--- src/rtl/irqc_pkg.sv ---
package irqc_pkg;
    localparam int REG_W      = 32;
    localparam int MAX_SRC    = 15;
    localparam int MASTER_POS = 31;
    localparam int EN_BASE    = 16;
    localparam int ANY_POS    = 15;
    localparam int ACT_BASE   = 0;

    typedef struct packed {
        logic act;
        logic en;
    } slice_t;
endpackage

--- src/rtl/irqc_src_slice.sv ---
module irqc_src_slice (
    input  logic clk,
    input  logic rst_n,
    input  logic src_i,
    input  logic set_en_i,
    input  logic clr_en_i,
    input  logic ack_i,
    output logic act_o,
    output logic en_o
);
    import irqc_pkg::*;

    slice_t s_d, s_q;

    always_comb begin
        s_d = s_q;
        if (ack_i)    s_d.act = 1'b0;
        if (src_i)    s_d.act = 1'b1;
        if (set_en_i)      s_d.en = 1'b1;
        else if (clr_en_i) s_d.en = 1'b0;
    end

    always_ff @(posedge clk) begin
        if (!rst_n) s_q <= '0;
        else        s_q <= s_d;
    end

    assign act_o = s_q.act;
    assign en_o  = s_q.en;

    a_r4_src_wins: assert property (@(posedge clk) disable iff (!rst_n)
        src_i |=> act_o);
    a_r3_ack_clears: assert property (@(posedge clk) disable iff (!rst_n)
        (ack_i && !src_i) |=> !act_o);
    a_r2_flag_holds: assert property (@(posedge clk) disable iff (!rst_n)
        (act_o && !ack_i) |=> act_o);
    a_r5_enable_on: assert property (@(posedge clk) disable iff (!rst_n)
        set_en_i |=> en_o);
    a_r6_enable_off: assert property (@(posedge clk) disable iff (!rst_n)
        (clr_en_i && !set_en_i) |=> !en_o);
    a_r5_enable_stable: assert property (@(posedge clk) disable iff (!rst_n)
        (!set_en_i && !clr_en_i) |=> $stable(en_o));
endmodule

--- src/rtl/irqc_any_reduce.sv ---
module irqc_any_reduce #(
    parameter int N = 15
) (
    input  logic [N-1:0] act_i,
    input  logic [N-1:0] en_i,
    output logic         any_o
);
    logic [N:0] chain;

    assign chain[0] = 1'b0;
    for (genvar g = 0; g < N; g++) begin : g_or
        assign chain[g+1] = chain[g] | (act_i[g] & en_i[g]);
    end
    assign any_o = chain[N];
endmodule

--- src/rtl/irqc_hub.sv ---
module irqc_hub #(
    parameter int NUM_SRC = 15
) (
    input  logic               clk,
    input  logic               rst_n,
    input  logic [NUM_SRC-1:0] irq_src,
    input  logic               wr_stb,
    input  logic [31:0]        wr_data,
    input  logic               rd_stb,
    output logic [31:0]        rd_data,
    output logic               irq_out
);
    import irqc_pkg::*;

    localparam int N = (NUM_SRC > MAX_SRC) ? MAX_SRC : NUM_SRC;

    typedef struct packed {
        logic             master;
        logic             irq;
        logic [REG_W-1:0] rd;
    } hub_t;

    hub_t h_d, h_q;

    logic [N-1:0] set_en, clr_en, ack, act, en;
    logic         any;
    logic [REG_W-1:0] view;

    for (genvar g = 0; g < N; g++) begin : g_src
        assign set_en[g] = wr_stb &  wr_data[MASTER_POS] & wr_data[EN_BASE + g];
        assign clr_en[g] = wr_stb & ~wr_data[MASTER_POS] & wr_data[EN_BASE + g];
        assign ack[g]    = wr_stb & wr_data[ACT_BASE + g];

        irqc_src_slice u_slice (
            .clk      (clk),
            .rst_n    (rst_n),
            .src_i    (irq_src[g]),
            .set_en_i (set_en[g]),
            .clr_en_i (clr_en[g]),
            .ack_i    (ack[g]),
            .act_o    (act[g]),
            .en_o     (en[g])
        );
    end

    irqc_any_reduce #(.N(N)) u_any (
        .act_i (act),
        .en_i  (en),
        .any_o (any)
    );

    always_comb begin
        view = '0;
        view[MASTER_POS]     = h_q.master;
        view[EN_BASE +: N]   = en;
        view[ANY_POS]        = any;
        view[ACT_BASE +: N]  = act;
    end

    always_comb begin
        h_d     = h_q;
        h_d.irq = h_q.master & any;
        if (wr_stb) h_d.master = wr_data[MASTER_POS];
        if (rd_stb) h_d.rd     = view;
    end

    always_ff @(posedge clk) begin
        if (!rst_n) h_q <= '0;
        else        h_q <= h_d;
    end

    assign rd_data = h_q.rd;
    assign irq_out = h_q.irq;

    a_r7_master_load: assert property (@(posedge clk) disable iff (!rst_n)
        wr_stb |=> (h_q.master == $past(wr_data[MASTER_POS])));
    a_r9_out_needs_master: assert property (@(posedge clk) disable iff (!rst_n)
        irq_out |-> $past(h_q.master));
    a_r9_out_needs_any: assert property (@(posedge clk) disable iff (!rst_n)
        irq_out |-> $past(|(act & en)));
    a_r11_read_holds: assert property (@(posedge clk) disable iff (!rst_n)
        !rd_stb |=> $stable(rd_data));
    a_r10_unused_zero: assert property (@(posedge clk) disable iff (!rst_n)
        $countones(rd_data[EN_BASE +: MAX_SRC]) <= N);
endmodule

--- config.mk ---
export PLATFORM = sky130hd
export DESIGN_NAME = irqc_hub
export DESIGN_NICKNAME = d
export VERILOG_FILES = /design/src/rtl/irqc_pkg.sv /design/src/rtl/irqc_src_slice.sv /design/src/rtl/irqc_any_reduce.sv /design/src/rtl/irqc_hub.sv
export SDC_FILE = /design/constraint.sdc
export NUM_CORES = 1
export LEC_CHECK = 0
export CAP_MARGIN = 0
export CORE_MARGIN = 4
export CORE_UTILIZATION = 50
export CTS_CLUSTER_DIAMETER = 100
export DETAILED_ROUTE_END_ITERATION = 8
export PLACE_DENSITY = 0.85
export SYNTH_ARGS = -nofsm -noshare
export SYNTH_HDL_FRONTEND = slang
export SYNTH_SLANG_ARGS = --single-unit
export TNS_END_PERCENT = 50
--- constraint.sdc ---
create_clock -name clk -period 2.3 [get_ports clk]
set_input_delay 0.23 -clock clk [delete_from_list [all_inputs] [get_ports clk]]
set_output_delay 0.23 -clock clk [all_outputs]
set_load 0.05 [all_outputs]
==> metrics.txt, run 1 <==
run status complete, no violations; Finish-stage setup viols 0; initial antenna violation count 0; cell family with most CP delay buffers and inverters; initial DRC count 95; worst-margin pin slew 0.6109 ns; skew final 0.003862 ns; Diodes inserted 0; largest family of logic cells by synthesized area simple AND/OR/NAND/NOR gates; sequential share of the synthesized area 0.4642; total number of vias 2055; post-synthesis cell area 0.002760 mm²; Fin. Hold Viols 0; worst-path maximum fanout 2; DR pass1 iterations 4; # Post-CTS Setup Buffers 0; EDFF count, synth 0; post-synthesis mux area share 0.1160; number of buffers created by CTS 9; pwr/cell area about 670 mW/mm²; nets 393; clk_lat worst skew 0.33 ns; type of origin of the critical path flop; CTS H-tree depth 3; kind of end point of the critical path primary output; syn_nets 345; routed wire length just under 6000 µm; Worst VDD drop 0.0004640 V; # resized after CTS 0; RSZ-0062 raised after global routing false; top layer reached by signal wires met4; Simple-Gate Fraction of Synth Area 0.2008; CTS tree built; metal3 WL 464 µm; sequential cell fraction of total power 0.511; Async SR Flop Fraction 0; Site Rows 26; worst rel slew slack 0.5915; Final Critical Period 1.749 ns; Port Buf Inserts a little over 80; fill count approximately 450; total grt overflow 0; clock group share of total power 0.333; clock tree buffer depth 2; Peak Freq roughly 0.57 GHz; max-slew violations 0; ys flop type dfxtp_1; largest net degree at the start of global routing 47; io pins 84; FF+latch count, synth 64; cts hold-fix bufs 0; synthesis-to-layout area growth 27.61%; Clk pin slew, worst setup/hold paths 0.06 ns; clk sinks 64; number of remaining DRC errors 0; post-synthesis adder-cell area fraction 0; Yosys warnings 0; P_sw about 0.6 mW; Crit path arrival time about 1.5 ns; switch share 0.2559; routed length per instance 13.93 µm; Cells after Synth roughly 290; HPWL reported at the end of detailed placement between 4000 and 5000 µm; final hold slack 0.4573 ns; path type of the worst setup path reg -> out; die extent in y 82.30 µm; Total Neg Setup Slack 0 ns; xor/xnor share of the synthesized area 0; met1 WL 2469 µm; met2 wire len 2799 µm; Root Driver clkbuf_8; die area just under 0.007 mm²; worst endpoint required time 2.07 ns; first-pass GRT wire length 9073 µm; core area 0.005238 mm²; synth unique cells 16; Slowest-stage cell, CP clkdlybuf4s50_1; Leak 1.369 nW; vias per inst 4.952; crit-path max cell delay a little over 0.8 ns; placer congestion estimate about 0.73; worst path bufs/invs 1; die width 82.30 µm; global-route usage over all layers 0.1825; crit-path cells clkdlybuf4s50_1; final antenna-violating net count 0; Hold Path Class reg -> reg; combinational power share 0.155; R2R setup slack 1.09 ns; proportion of layout cells with a drive suffix above 1 0.05507; synthesized area per cell 9.388 µm²; Max Cap Viol 0; Initial Util 0.5270; Power Internal roughly 1.8 mW; complex-gate fraction of the synthesized area 0.1011; vias in the first global route 1982; crit share post-route 0.7606
==> per-stage QoR <==
stage	power (mW)	cell area, µm²	std cells	setup WS (ns)	util
after global placement	1.588	3368	401	0.7878	0.6431
final	2.356	3522	415	0.5507	0.6725
after CTS	2.384	3522	415	0.5389	0.6725
after floorplan	1.464	2760	294	1.234	-
after global routing	2.459	3522	415	0.4940	0.6725
after detailed placement	1.597	3368	401	0.7246	0.6431
==> logic make-up (layout without fill, tap and decap cells) <==
family	Yosys count	after routing
and+or+nand+nor	110	110
DFF	64	64
buffers and inverters	49	100
AOI/OAI and AO/OA	39	39
muxes	32	32
==> registers in the layout, summed over array words and instances (netlist names) <==
name                 count
rd_data                 32
g_src.u_slice.act_o     15
h_q                      1
irq_out                  1
g_src.u_slice.en_o      15
==> worst paths after layout <==
path | startpoint | end | cells after the start
worst min register to register | h_q[33] | irq_out | 2
worst max register to register | g_src[6].u_slice.en_o | rd_data[15] | 4
worst max-delay path | rd_data[30] | rd_data[30] | 1
worst min-delay path | h_q[33] | irq_out | 2
==> Yosys cell counts, types with 3 or more instances <==
cell type | count | area [µm²]
dfxtp_1 | 64 | 1281
nand3_1 | 15 | 75.07
nor2b_1 | 47 | 294.0
nand2_1 | 46 | 172.7
clkbuf_1 | 6 | 22.52
a22o_1 | 3 | 26.28
a21oi_1 | 16 | 80.08
buf_4 | 35 | 262.8
mux2i_1 | 32 | 320.3
a221oi_2 | 3 | 45.04
buf_2 | 8 | 40.04
a21boi_0 | 15 | 112.6
==> layout make-up <==
| type | count | area (µm²) | share of cell area |
|---|---|---|---|
| well taps | 70 | 87.58 | 0.02487 |
| clock inverters | 1 | 5.005 | 0.001421 |
| flip-flops and latches | 64 | 1281 | 0.3638 |
| clock buffers | 13 | 148.9 | 0.04227 |
| repair buffers | 86 | 845.8 | 0.2401 |
| multi-input cells | 181 | 1154 | 0.3275 |
==> power groups by stage <==
| stage | registers (mW) | logic [mW] | clock network (mW) |
|---|---|---|---|
| after floorplan | 1.22 | 0.247 | 0 |
| after global placement | 1.23 | 0.359 | 0 |
| after detailed placement | 1.23 | 0.366 | 0 |
| after CTS | 1.21 | 0.368 | 0.810 |
| after global routing | 1.21 | 0.393 | 0.855 |
| final | 1.21 | 0.365 | 0.786 |
==> tightest hold or removal path: stages, from the launching register on <==
cell	delay [ns]
dfxtp_1	0.33
nand2_1	0.06
nor2_1	0.03
==> cells in the final DEF (no fill, tap or decap) <==
cell / n
nor2b_1: 47
buf_4: 4
clkbuf_8: 10
a21oi_1: 16
nand2_1: 46
nor2_1: 1
and4_1: 1
clkinv_2: 1
a221oi_2: 3
o21ai_0: 1
nand3_1: 15
dfxtp_1: 64
buf_2: 1
clkdlybuf4s50_1: 81
clkbuf_1: 3
a21boi_0: 15
a222oi_1: 1
mux2i_1: 32
a22o_1: 3
==> per-layer routing <==
layer / GRT usage / up-vias
li1: - / 1044
met1: 0.2039 / 949
met2: 0.3013 / 56
met3: 0.09436 / 6
met4: 0.05482 / 0
met5: 0 / -
Note: power is estimated with default switching activity, not from simulation.
==> run 2, diff against run 1 <==
Settings changed: CORE_UTILIZATION 50 to 47, PLACE_DENSITY 0.85 to 0.8.
Clock period 2.3 ns to 1.76 ns, I/O delays scaled along.
==> run 2 against run 1 <==
Compared with the run above: final area rose by 2.6%; critical path depth did not move; die area rose by 5.8%; critical path type unchanged; largest cell class unchanged.
==> metrics.txt, run 2 (synthesized netlist as in run 1, its figures left out) <==
crit-path max cell delay 0.83 ns; max FFs per register 32; proportion of layout cells with a drive suffix above 1 0.06916; vias in the first global route 1926; CTS H-tree depth 3; crit share post-route 0.9473; kind of end point of the critical path primary output; initial DRC count 92; total number of vias 2058; worst rel slew slack 0.6449; Finish-stage setup viols 0; routed wire length 5850 µm; Clk pin slew, worst setup/hold paths about 0.070 ns; worst endpoint required time 1.58 ns; core area 0.005608 mm²; vias per inst 4.912; Initial Util 0.4922; worst-path maximum fanout 2; number of buffers created by CTS 9; Worst path depth 1; Worst Reg-to-Reg Cells 4; Crit path arrival time 1.49 ns; Slowest-stage cell, CP clkdlybuf4s50_1; initial antenna violation count 0; nets 393; path type of the worst setup path reg -> out; global-route usage over all layers 0.1662; run status complete, no violations; worst path bufs/invs 1; Core Util, Final 0.6444; DR pass1 iterations 5; skew final 0.006299 ns; # Post-CTS Setup Buffers 0; RSZ-0062 raised after global routing false; largest net degree at the start of global routing 65; Root Driver clkbuf_8; clk sinks 64; max-slew violations 0; Fin. Hold Viols 0; synthesis-to-layout area growth 30.92%; type of origin of the critical path flop; first-pass GRT wire length 9356 µm; cell family with most CP delay buffers and inverters; crit-path cells clkdlybuf4s50_1; Worst VDD drop around 0.0005 V; routed length per instance 13.96 µm; Leak 1.402 nW; Total Neg Setup Slack 0 ns; Peak Freq 0.5998 GHz; cts hold-fix bufs 0; total grt overflow 0; placer congestion estimate around 0.75; io pins 84; Diodes inserted 0; Max Cap Viol 0; commonest non-fill, non-tap cell in the layout clkdlybuf4s50_1; Hold Crit Depth 3; Site Rows 27; clk_lat worst skew between 0.3 and 0.4 ns; Hold Path Class in -> reg; Final Critical Period 1.667 ns; die width around 85 µm; worst-margin pin slew 0.5310 ns; # resized after CTS 0; HPWL reported at the end of detailed placement 4031 µm; die area a little over 0.007 mm²; clock tree buffer depth 2; number of remaining DRC errors 0; commonest cells after routing, fill and taps aside 81 x clkdlybuf4s50_1, 64 x dfxtp_1, 47 x nor2b_1; Port Buf Inserts 82; R2R setup slack about 0.54 ns; pwr/cell area approximately 920 mW/mm²; die extent in y 84.64 µm; final antenna-violating net count 0; CTS tree built
## run 2: cell count changes in the layout (fill, tap and decap cells not counted)
cell / delta
buf_4: -3
bufinv_16: +1
clkbuf_1: -3
clkinvlp_4: +2
clkinv_4: +1
buf_12: +3
inv_6: +1
## run 2: path summary, 6_finish.rpt
check	start	end
setup / recovery	rd_data[15]	rd_data[15]
hold / removal	rd_stb	rd_data[15]
setup reg to reg	g_src[7].u_slice.en_o	rd_data[15]
hold reg to reg	h_q[33]	irq_out
## run 2: worst reg2reg max path: cells and delay by family, from the launching register on
kind            cells  cell delay [ns]
compound gates      3             0.52
simple gates        1             0.24
flops               1             0.33
## run 2: routing by layer
layer / vias up / track usage / routed length, µm
met3: 2 / 0.05299 / 264
li1: 1045 / - / -
met5: - / 0 / 0
met1: 951 / 0.2030 / 2649
met4: 0 / 0.06043 / 39
met2: 60 / 0.2740 / 2896
## run 2: per-stage QoR
step                std cells  hold WS, ns  power (mW)  area, µm²  setup WS (ns)
finish                    419       0.3390       3.329       3613        0.09278
global route              419       0.3581       3.489       3613        0.02828
CTS                       419       0.3272       3.381       3613        0.06408
detailed placement        403       0.4414       2.098       3408         0.4254
global placement          403       0.4433       2.089       3408         0.4487
floorplan                 294       0.3145       1.913       2760         0.6944
## run 2: cell type report
| class | instances | area [µm²] |
|---|---|---|
| Sequential cell | 64 | 1281 |
| Fill cell | 476 | 1994 |
| Multi-Input combinational cell | 181 | 1154 |
| Timing Repair Buffer | 86 | 883.3 |
| Clock buffer | 10 | 137.6 |
| Clock inverter | 6 | 67.56 |
| Tap cell | 72 | 90.09 |
## run 2: power by group
| group | switching [mW] | internal, mW |
|---|---|---|
| registers | 0.0539 | 1.52 |
| clock network | 0.570 | 0.697 |
| logic | 0.243 | 0.247 |
| total | 0.867 | 2.46 |
==> run 3, diff against run 2 <==
Settings changed: CORE_UTILIZATION 47 to 62, DONT_BUFFER_PORTS set to 1, PLACE_DENSITY 0.8 to 0.78.
==> run 3 against run 2 <==
Compared with the run above: combinational power decreased by 57%; worst setup slack gained 0.45 ns; first-iteration DRC count is 21% higher; cell count shrank 20%; sequential power grew 7%; utilization up 3.0 points; total power decreased by 6.6%; register-to-register slack barely moved; flip-flop and latch count is the same; clock power is 3% lower; die area is 22% lower; clock-buffer cell count rose by 4.
==> metrics.txt, run 3 (synthesized netlist as in run 1, its figures left out) <==
max FFs per register 32; Leak around 1.2 nW; Max Cap Viol 0; Final Critical Period between 1 and 1.5 ns; commonest cells after routing, fill and taps aside 62 x dfxtp_1, 47 x nor2b_1, 46 x nand2_1; first-pass GRT wire length 8500 µm; kind of end point of the critical path flop; proportion of layout cells with a drive suffix above 1 0.09220; Initial Util 0.6383; clock group share of total power 0.394; core area between 0.004 and 0.005 mm²; DR pass1 iterations 4; routed length per instance 16.71 µm; Crit path arrival time 1.43 ns; Hold Crit Depth 2; RSZ-0062 raised after global routing false; total number of vias 1838; total grt overflow 0; number of buffers created by CTS 9; largest net degree at the start of global routing 61; max-slew violations 0; worst-margin pin slew approximately 0.53 ns; switch share 0.2455; path type of the worst setup path reg -> reg; Total Neg Setup Slack 0 ns; clock tree buffer depth 2; Root Driver clkbuf_8; HPWL reported at the end of detailed placement roughly 3600 µm; vias per inst 5.503; CTS H-tree depth 3; routed wire length approximately 5600 µm; global-route usage over all layers 0.2071; type of origin of the critical path flop; worst-path maximum fanout 2; Hold Path Class in -> reg; pwr/cell area 1067 mW/mm²; die width 74.72 µm; Worst Reg-to-Reg Cells 4; final antenna-violating net count 0; worst endpoint required time between 1.5 and 2 ns; commonest non-fill, non-tap cell in the layout dfxtp_1; Port Buf Inserts 0; Power Internal 2.346 mW; synthesis-to-layout area growth 5.621%; skew final 0.004670 ns; die extent in y 74.72 µm; CTS tree built; Site Rows 24; combinational power share 0.067; die area 0.005583 mm²; Clk pin slew, worst setup/hold paths 0.06 ns; Fin. Hold Viols 0; initial DRC count 111; vias in the first global route 1747; Placed Cells 300; Peak Freq 0.8240 GHz; Tot Pwr 3.109 mW; clk_lat worst skew 0.33 ns; Diodes inserted 0; nets around 330; P_sw 0.7632 mW; Finish-stage setup viols 0; io pins 84; run status complete, no violations; fin cells about 330; worst rel slew slack 0.6440; clk sinks 64; number of remaining DRC errors 0; Core Util, Final 0.6742; placer congestion estimate 0.7333; crit share post-route 0.6896; sequential cell fraction of total power 0.539; Worst VDD drop 0.0007023 V; initial antenna violation count 0
## run 3: cell count changes in the layout (fill, tap and decap cells not counted), moves of 3 or more
cell,before,now
buf_4,1,4
dlygate4sd3_1,0,16
clkdlybuf4s50_1,81,0
clkbuf_8,10,14
## run 3: through the flow
stage / setup WS [ns] / instance area, µm² / hold WS, ns
4_1_cts: 0.01174 / 2915 / 0.001091
5_1_grt: 0.4571 / 2915 / 0.002547
3_3_place_gp: 0.5876 / 2522 / 0.2737
3_5_place_dp: 0.5703 / 2522 / 0.2806
2_1_floorplan: 0.6944 / 2760 / 0.3145
6_report: 0.5464 / 2915 / 0.003133
## run 3: power by group through the flow
stage | clock network, mW | registers (mW) | logic (mW)
after CTS | 1.24 | 1.68 | 0.209
after global routing | 1.30 | 1.68 | 0.236
after floorplan | 0 | 1.59 | 0.322
after detailed placement | 0 | 1.71 | 0.154
after global placement | 0 | 1.71 | 0.147
final | 1.23 | 1.68 | 0.208
## run 3: worst max-delay path: stages (launching register included)
cell and delay [ns]:
dfxtp_2 0.33, a22o_1 0.23, a221oi_2 0.21, and4_1 0.25, a21oi_1 0.07
## run 3: worst paths after layout
kind / slack, ns / startpoint / to
worst max-delay path: 0.55 / g_src[6].u_slice.act_o / rd_data[15]
worst min-delay path: 0.003 / rst_n / rd_data[15]
worst max register to register: 0.55 / g_src[6].u_slice.act_o / rd_data[15]
worst min register to register: 0.47 / h_q[33] / irq_out
## run 3: area by class of cell
| class | count | area, µm² |
|---|---|---|
| tap | 52 | 65.06 |
| fill | 357 | 1409 |
| sequential | 64 | 1284 |
| multi-input combinational | 181 | 1154 |
| timing repair buffer | 21 | 210.2 |
| clock inverter | 2 | 10.01 |
| clock buffer | 14 | 192.7 |
## run 3: per-layer routing
| metal | GRT usage | vias to the layer above | share of wire |
|---|---|---|---|
| met1 | 0.2513 | 852 | 0.41 |
| met2 | 0.3385 | 68 | 0.49 |
| met4 | 0.07708 | 0 | 0.013 |
| met3 | 0.07477 | 9 | 0.084 |
| li1 | - | 909 | - |
| met5 | 0 | - | 0 |
## run 3: repair_timing
| item | CTS | global route |
|---|---|---|
| hold endpoints to repair | 61 | 0 |
| endpoints found under the setup margin | 0 | 1 |
| hold buffers | 18 | 0 |
| resized for setup | 0 | 2 |
| setup buffers | 0 | 1 |
